==> src/rtl/spu_pkg.sv <==
package spu_pkg;
  // One action per cycle; control drives, datapath consumes.
  typedef struct packed {
    logic doPush;
    logic doPop;
    logic doReset;
    logic doLoad;
    logic doCopy;
  } spuCmd_t;
endpackage

==> src/rtl/spu_ctrl.sv <==
module spu_ctrl
  import spu_pkg::*;
#(
  parameter bit ALLOW_MOVE = 1'b0,
  parameter bit SUPERVISOR = 1'b0
) (
  input  logic    clk,
  input  logic    rstN,
  input  logic    pushStb,
  input  logic    popStb,
  input  logic    rspStb,
  input  logic    gpFlag,
  input  logic    iBit,
  output spuCmd_t cmd,
  output logic    wbValid
);
  logic rspOk;
  logic moveLoad;
  logic moveCopy;
  logic fixedReset;
  logic stackQuiet;

  // Supervisor gate: command accepted only with interrupts enabled
  assign rspOk      = rspStb && (!SUPERVISOR || iBit);
  assign stackQuiet = !rspStb && (pushStb != popStb);

  generate
    if (ALLOW_MOVE) begin : g_move
      assign moveLoad   = rspOk && gpFlag;
      assign moveCopy   = rspOk && !gpFlag;
      assign fixedReset = 1'b0;
    end else begin : g_fixed
      assign moveLoad   = 1'b0;
      assign moveCopy   = 1'b0;
      assign fixedReset = rspOk;
    end
  endgenerate

  always_comb begin
    cmd         = '0;
    cmd.doPush  = stackQuiet && pushStb;
    cmd.doPop   = stackQuiet && popStb;
    cmd.doReset = fixedReset;
    cmd.doLoad  = moveLoad;
    cmd.doCopy  = moveCopy;
  end

  always_ff @(posedge clk or negedge rstN) begin
    if (!rstN) wbValid <= 1'b0;
    else       wbValid <= cmd.doCopy;
  end


  cmd_onehot_chk: assert property (@(posedge clk) disable iff (!rstN)
    $onehot0(cmd));


  wb_origin_chk: assert property (@(posedge clk) disable iff (!rstN)
    wbValid |-> ($past(rspStb) && !$past(gpFlag) && ALLOW_MOVE));


  sup_gate_chk: assert property (@(posedge clk) disable iff (!rstN)
    (SUPERVISOR && rspStb && !iBit) |=> !wbValid);


  rsp_blocks_stack_chk: assert property (@(posedge clk) disable iff (!rstN)
    rspStb |-> (!cmd.doPush && !cmd.doPop));
endmodule

==> src/rtl/spu_datapath.sv <==
module spu_datapath
  import spu_pkg::*;
#(
  parameter int ADDR_W = 16,
  parameter logic [ADDR_W-1:0] START_ADDR = 16'h03FF
) (
  input  logic              clk,
  input  logic              rstN,
  input  spuCmd_t           cmd,
  input  logic [ADDR_W-1:0] loadVal,
  output logic [ADDR_W-1:0] spReg,
  output logic [ADDR_W-1:0] wbData
);
  localparam logic [ADDR_W-1:0] ONE = {{(ADDR_W-1){1'b0}}, 1'b1};

  logic [ADDR_W-1:0] spNext;

  always_comb begin
    spNext = spReg;
    unique case (1'b1)
      cmd.doPush:  spNext = spReg - ONE;
      cmd.doPop:   spNext = spReg + ONE;
      cmd.doReset: spNext = START_ADDR;
      cmd.doLoad:  spNext = loadVal;
      default:     spNext = spReg;
    endcase
  end

  always_ff @(posedge clk or negedge rstN) begin
    if (!rstN) begin
      spReg  <= START_ADDR;
      wbData <= '0;
    end else begin
      spReg <= spNext;
      if (cmd.doCopy) wbData <= spReg;
    end
  end


  push_dec_chk: assert property (@(posedge clk) disable iff (!rstN)
    cmd.doPush |=> spReg == $past(spReg) - ONE);


  pop_inc_chk: assert property (@(posedge clk) disable iff (!rstN)
    cmd.doPop |=> spReg == $past(spReg) + ONE);


  idle_hold_chk: assert property (@(posedge clk) disable iff (!rstN)
    (cmd == '0) |=> $stable(spReg));


  reset_val_chk: assert property (@(posedge clk) disable iff (!rstN)
    cmd.doReset |=> spReg == START_ADDR);


  load_val_chk: assert property (@(posedge clk) disable iff (!rstN)
    cmd.doLoad |=> spReg == $past(loadVal));


  copy_hold_chk: assert property (@(posedge clk) disable iff (!rstN)
    cmd.doCopy |=> ($stable(spReg) && wbData == spReg));
endmodule

==> src/rtl/stack_ptr_unit.sv <==
module stack_ptr_unit
  import spu_pkg::*;
#(
  parameter int ADDR_W = 16,
  parameter logic [ADDR_W-1:0] START_ADDR = 16'h03FF,
  parameter bit ALLOW_MOVE = 1'b0,
  parameter bit SUPERVISOR = 1'b0
) (
  input  logic                clk,
  input  logic                rstN,
  input  logic                pushStb,
  input  logic                popStb,
  input  logic                rspStb,
  input  logic [ADDR_W/2-1:0] pairHi,
  input  logic [ADDR_W/2-1:0] pairLo,
  input  logic                gpFlag,
  input  logic                iBit,
  output logic [ADDR_W-1:0]   sp,
  output logic [ADDR_W-1:0]   wbData,
  output logic                wbValid,
  output logic                iBitInit
);
  spuCmd_t cmd;
  logic [ADDR_W-1:0] pairVal;

  assign pairVal  = {pairHi, pairLo};
  assign iBitInit = SUPERVISOR;

  spu_ctrl #(
    .ALLOW_MOVE(ALLOW_MOVE),
    .SUPERVISOR(SUPERVISOR)
  ) ctrl_i (
    .clk(clk), .rstN(rstN), .pushStb(pushStb), .popStb(popStb),
    .rspStb(rspStb), .gpFlag(gpFlag), .iBit(iBit),
    .cmd(cmd), .wbValid(wbValid)
  );

  spu_datapath #(
    .ADDR_W(ADDR_W),
    .START_ADDR(START_ADDR)
  ) dp_i (
    .clk(clk), .rstN(rstN), .cmd(cmd), .loadVal(pairVal),
    .spReg(sp), .wbData(wbData)
  );


  reset_wb_chk: assert property (@(posedge clk) disable iff (!rstN)
    $rose(rstN) |-> !wbValid);
endmodule

==> config.mk <==
export PLATFORM = sky130hd
export DESIGN_NAME = stack_ptr_unit
export DESIGN_NICKNAME = d
export VERILOG_FILES = /design/src/rtl/spu_pkg.sv /design/src/rtl/spu_ctrl.sv /design/src/rtl/spu_datapath.sv /design/src/rtl/stack_ptr_unit.sv
export SDC_FILE = /design/constraint.sdc
export NUM_CORES = 1
export LEC_CHECK = 0
export ABC_AREA = 1
export CAP_MARGIN = 10
export CORE_ASPECT_RATIO = 0.8
export CORE_MARGIN = 3
export CORE_UTILIZATION = 40
export CTS_CLUSTER_DIAMETER = 150
export DETAILED_ROUTE_END_ITERATION = 6
export PLACE_DENSITY = 0.67
export SLEW_MARGIN = 15
export SYNTH_ARGS = -nofsm -noshare
export SYNTH_HDL_FRONTEND = slang
export SYNTH_SLANG_ARGS = --single-unit
==> constraint.sdc <==
create_clock -name clk -period 3.85 [get_ports clk]
set_input_delay 0.77 -clock clk [delete_from_list [all_inputs] [get_ports clk]]
set_output_delay 0.77 -clock clk [all_outputs]
set_load 0.01 [all_outputs]
After elaboration in Yosys (flattened, before gate mapping)
Cells that the tools add are included.
Widths: inputs -> output; s select.
Operators by class
  add/sub/neg operators: 2
  eq/ne operators: 1
  multiplexer cells: 1
  reduce and logical (&&, ||, !) cells: 5
Operators with widths (number)
  $pmux 16 s3: 1
  $add 16x1->16 const B: 1
  $sub 16x1->16 const B: 1
  $logic_and 1x1->1: 3
  $reduce_bool 3->1: 1
  $logic_not 1->1: 1
  $ne 1x1->1: 1
Word-level totals
  input bits: 23
  output and inout bits: 34
  flip-flop bits (word level): 16

Depth between registers and ports, before layout
  word-level depth: 4
  mapped depth: 14
  gate-level depth less buffers: 14

Hierarchy
From an unflattened synthesis, not the netlist that was laid out.
Second synthesis, totals
  cell total of the unflattened synthesis: 322
  area, all modules: 2322.2 um^2
By module, submodules not included
  spu_datapath: instances 1, cells an instance 311, seq. area each 813.3 um^2, area an instance 2259.7 um^2
  spu_ctrl: instances 1, cells an instance 9, seq. area each 0.0 um^2, area an instance 51.3 um^2
  stack_ptr_unit: instances 1, cells an instance 2, seq. area each 0.0 um^2, area an instance 11.3 um^2

Worst setup path after synthesis
Ideal clock, no wire load.
  path kind: input-to-reg
  start point: input rspStb
  end point: register dp_i.spReg[15]
  cell stages on the path: 11
  setup slack: 1433 ps
  setup time: 117 ps
  arrival: 2300 ps
  cell sequence: inv_1 > nand2_1 > ha_1 > nand2_1 > inv_1 > a21oi_1 > nand2_1 > nand2_1 > nand3_1 > nand3_1 > nand2_1
On the way
  cells in the longest elaborated chain, start to end: 4
  elaborated cells on any way between the ends: 6
  those cells by class: 1 x mux; 5 x reduce/logical
Ends and longest elaborated chain
  from (decl): RTL line stack_ptr_unit.sv:13  | input logic rspStb,
  $logic_not 1->1: RTL line spu_ctrl.sv:25  | assign stackQuiet = !rspStb && (pushStb != popStb);
  $logic_and 1x1->1: RTL line spu_ctrl.sv:25
  $logic_and 1x1->1 (on tied branches): RTL line spu_ctrl.sv:42, spu_ctrl.sv:41
  $pmux 16 s3 or $reduce_bool 3->1 (tied branches)
  to (signal assigned): RTL line spu_datapath.sv:34  | spReg <= spNext;
  to (decl): RTL line spu_datapath.sv:11  | output logic [ADDR_W-1:0] spReg,
Parallel ways exist; a longest one is shown, timed or not.
A chain may end at the register's enable or synchronous reset.

Worst setup path in the final report
  start point: input popStb
  end point: register dp_i.spReg[13]
On the way
  cells in the longest elaborated chain, start to end: 4
  elaborated cells on any way between the ends: 6
  those cells by class: 1 x eq/ne; 1 x mux; 4 x reduce/logical
Ends and longest elaborated chain
  from (decl): RTL line stack_ptr_unit.sv:12  | input logic popStb,
  $ne 1x1->1: RTL line spu_ctrl.sv:25
  $logic_and 1x1->1: RTL line spu_ctrl.sv:25
  $logic_and 1x1->1 (on tied branches): RTL line spu_ctrl.sv:42, spu_ctrl.sv:41
  $pmux 16 s3 or $reduce_bool 3->1 (tied branches)
Parallel ways exist; a longest one is shown, timed or not.

==> qor.yml <==
result_of_the_run: "finished clean"
peakVddDrop_uv: 284
initial_core_util_pct: 42.1
worst-path-max-fanout: 10
grt_start_max_net_pins: 17
wire_length_of_the_first_global_routing_pass_mm: 6.65
ys_async_sr_fraction_pct: 100
numPortBuffers: 20
post-route-min-period_ns: 2.93
grt_antenna_before_repair: 0
clock_root_buffer: "sky130_fd_sc_hd__clkbuf_8"
drt_pre_antenna_iters: 4
gr-usage-all-layers_pct: 16.0
worstPathArrival_ns: 3.08
clock_latency_on_the_worst_skew_pair_ns: 0.26
die_w_um: 80.6
numClockSinks: 16
ys_ff_latch: 16
setup_tns_ns: 0
layout_worst_path_cycle_share_pct: 76.1
top_level_ports: 57
drt-initial-drc-count: 89
yosys_warnings: 0
wirelength_mm: 3.81
route.antenna.remaining_nets: 0
clockBufferDepth: 2
slew_violations: 0
worst_slew_pin_slew_ns: 0.768
hpwlAfterDp_mm: 3.01
synth-edff-count: 0
chipHeight_um: 65.7
syn_area_per_cell_um2: 6.45
cts.repair_timing.setup_buffer_count: 0
postSynthCellCount: 276
wl_per_cell_um: 10.7
setup_violations: 0
synthToLayoutAreaGrowth_pct: 13.9
ctsResizeCount: 0
tritoncts: "built"
timing.setup.critical_path_class: "input port to flip-flop"
timing.hold.worst.class: "flip-flop to flip-flop"
post_synth_instance_area_um2: 1780
cts_hold_buf: 0
worstSetupStartpointType: "input port"
final_hold_viol_count: 0
rows: 21
yosysTopAreaCell: "sky130_fd_sc_hd__nand2_1"
fin_nets: 340
grt_pass1_vias: 1517
gp_routability_congestion: 0.872
synth.yosys.seq_area_share_pct: 23.2
dr_total_vias: 1598
cts.clk_slew.worst_paths_ns: 0.07
report.power.total_uw: 914
fmax_mhz: 341
timing.slew.headroom_pct: 48.6
worst_clock_skew_ns: 0.00734
yosys.cell_types.count: 29
clock_tree.htree_level_count: 1
yosysTopAreaCellShare_pct: 20.2
remaining_drc_errors: 0
post_drt_via_cell_ratio: 4.49
globalRouteOverflowTotal: 0
postSynth.topFlopCell: "sky130_fd_sc_hd__dfstp_2"
timing.critical_path.required_ns: 4.00
top_flop_regs: "dp_i.spReg (16)"
final_layout_size_suffix_gt1_share_pct: 7.36
critical_path.endpoint_type: "flip-flop"
cts_buffers: 3
grt_setup_unrepaired: "no"
die-area_um2: 5290
antenna_cells: 0
total_leakage_power_uw: 0.00116
top_register: "dp_i.spReg"
drv_cap: 0
largest_reg_flops: 16
core_region_area_um2: 4230
p_per_area_nw_per_um2: 450
synth_area_leaders: "sky130_fd_sc_hd__nand2_1, sky130_fd_sc_hd__dfstp_2, sky130_fd_sc_hd__ha_1"
-- critical path: stages --
cell and delay, ns:
sky130_fd_sc_hd__clkdlybuf4s50_1 0.52, sky130_fd_sc_hd__inv_1 0.05, sky130_fd_sc_hd__nor2_1 0.08, sky130_fd_sc_hd__nand2_1 0.25
sky130_fd_sc_hd__buf_4 0.29, sky130_fd_sc_hd__ha_1 0.37, sky130_fd_sc_hd__nand2_1 0.09, sky130_fd_sc_hd__nor2_1 0.20
sky130_fd_sc_hd__and2_1 0.15, sky130_fd_sc_hd__nand2_1 0.07, sky130_fd_sc_hd__nand2_1 0.07, sky130_fd_sc_hd__nand2_1 0.04
sky130_fd_sc_hd__nand3_1 0.06, sky130_fd_sc_hd__nand2_1 0.05
-- per-layer routing --
metal / vias up / wire length [um] / global-route usage [%]
met1: 695 / 1970 / 23.0
met3: 5 / 225 / 4.25
li1: 858 / - / -
met2: 40 / 1580 / 24.0
met4: 0 / 26 / 3.38
met5: - / 0 / 0
-- cells in the final DEF (no fill, tap or decap), types with 2 or more instances in the layout --
master | netlist | routed
sky130_fd_sc_hd__clkbuf_8 | 0 | 4
sky130_fd_sc_hd__nor2_1 | 15 | 15
sky130_fd_sc_hd__or2_1 | 2 | 2
sky130_fd_sc_hd__xor2_1 | 5 | 5
sky130_fd_sc_hd__dfrtp_1 | 6 | 6
sky130_fd_sc_hd__a21oi_1 | 8 | 8
sky130_fd_sc_hd__ha_1 | 16 | 16
sky130_fd_sc_hd__inv_1 | 53 | 53
sky130_fd_sc_hd__nand3_1 | 22 | 22
sky130_fd_sc_hd__conb_1 | 1 | 18
sky130_fd_sc_hd__clkdlybuf4s50_1 | 0 | 20
sky130_fd_sc_hd__nand2_1 | 96 | 96
sky130_fd_sc_hd__o21bai_1 | 2 | 2
sky130_fd_sc_hd__dfstp_2 | 10 | 10
sky130_fd_sc_hd__nand4_1 | 3 | 3
sky130_fd_sc_hd__nor3_1 | 2 | 2
sky130_fd_sc_hd__nand3_2 | 2 | 2
sky130_fd_sc_hd__o22ai_1 | 3 | 3
-- area by class of cell --
cell class / instances / area, um^2
Inverter: 55 / 214
Multi-Input combinational cell: 203 / 1070
Sequential cell: 16 / 413
Fill cell: 452 / 2200
Clock buffer: 4 / 55.1
Timing Repair Buffer: 21 / 208
Tap cell: 57 / 71.3
-- kinds of logic (layout without fill, tap and decap cells) --
family | count (synthesis) | in the layout | share of synthesized area, %
adders and majority gates | 17 | 17 | 12.4
other | 1 | 18 | 0.211
DFF | 16 | 16 | 23.2
xor gates and xnor gates | 7 | 7 | 3.87
AOI/OAI and AO/OA | 15 | 15 | 4.85
and+or+nand+nor | 146 | 146 | 35.1
buffers and inverters | 74 | 80 | 20.4
-- per-stage QoR --
stage	setup WS, ns	util (%)	hold WS (ns)	instance area (um^2)	std cells
after floorplan	1.43	-	0.474	1840	293
after global placement	0.659	46.6	0.498	1970	352
after detailed placement	0.636	46.6	0.503	1970	352
after CTS	0.918	47.9	0.519	2030	356
after global routing	0.642	47.9	0.549	2030	356
final	0.921	47.9	0.514	2030	356
-- report_power, final --
part / internal (uW) / leakage, uW / switching, uW
combinational: 212 / 0.000944 / 285
sequential: 222 / 0.000185 / 37.5
clock: 91.0 / 0.0000288 / 66.0
-- final timing paths --
path	from	end	slack, ns	cells past startpoint
min reg2reg	dp_i.spReg[10]$_DFFE_PN0P_	dp_i.spReg[10]$_DFFE_PN0P_	0.51	2
min	dp_i.spReg[10]$_DFFE_PN0P_	dp_i.spReg[10]$_DFFE_PN0P_	0.51	2
max reg2reg	dp_i.spReg[0]$_DFFE_PN1P_	dp_i.spReg[12]$_DFFE_PN0P_	1.92	10
max in group asynchronous	rstN	dp_i.spReg[13]$_DFFE_PN0P_	2.41	1
max	popStb	dp_i.spReg[13]$_DFFE_PN0P_	0.92	14
min in group asynchronous	rstN	dp_i.spReg[10]$_DFFE_PN0P_	0.96	1
-- cell usage after synthesis, types with 2 or more instances --
cell type and n:
sky130_fd_sc_hd__or2_1 2, sky130_fd_sc_hd__o21bai_1 2, sky130_fd_sc_hd__dfrtp_1 6, sky130_fd_sc_hd__nand4_1 3, sky130_fd_sc_hd__ha_1 16, sky130_fd_sc_hd__o22ai_1 3
sky130_fd_sc_hd__buf_4 18, sky130_fd_sc_hd__nand3_1 22, sky130_fd_sc_hd__inv_1 53, sky130_fd_sc_hd__dfstp_2 10, sky130_fd_sc_hd__nor3_1 2, sky130_fd_sc_hd__xor2_1 5
sky130_fd_sc_hd__a21oi_1 8, sky130_fd_sc_hd__nand3_2 2, sky130_fd_sc_hd__nand2_1 96, sky130_fd_sc_hd__nor2_1 15
Power figures use the tool's default switching activity.
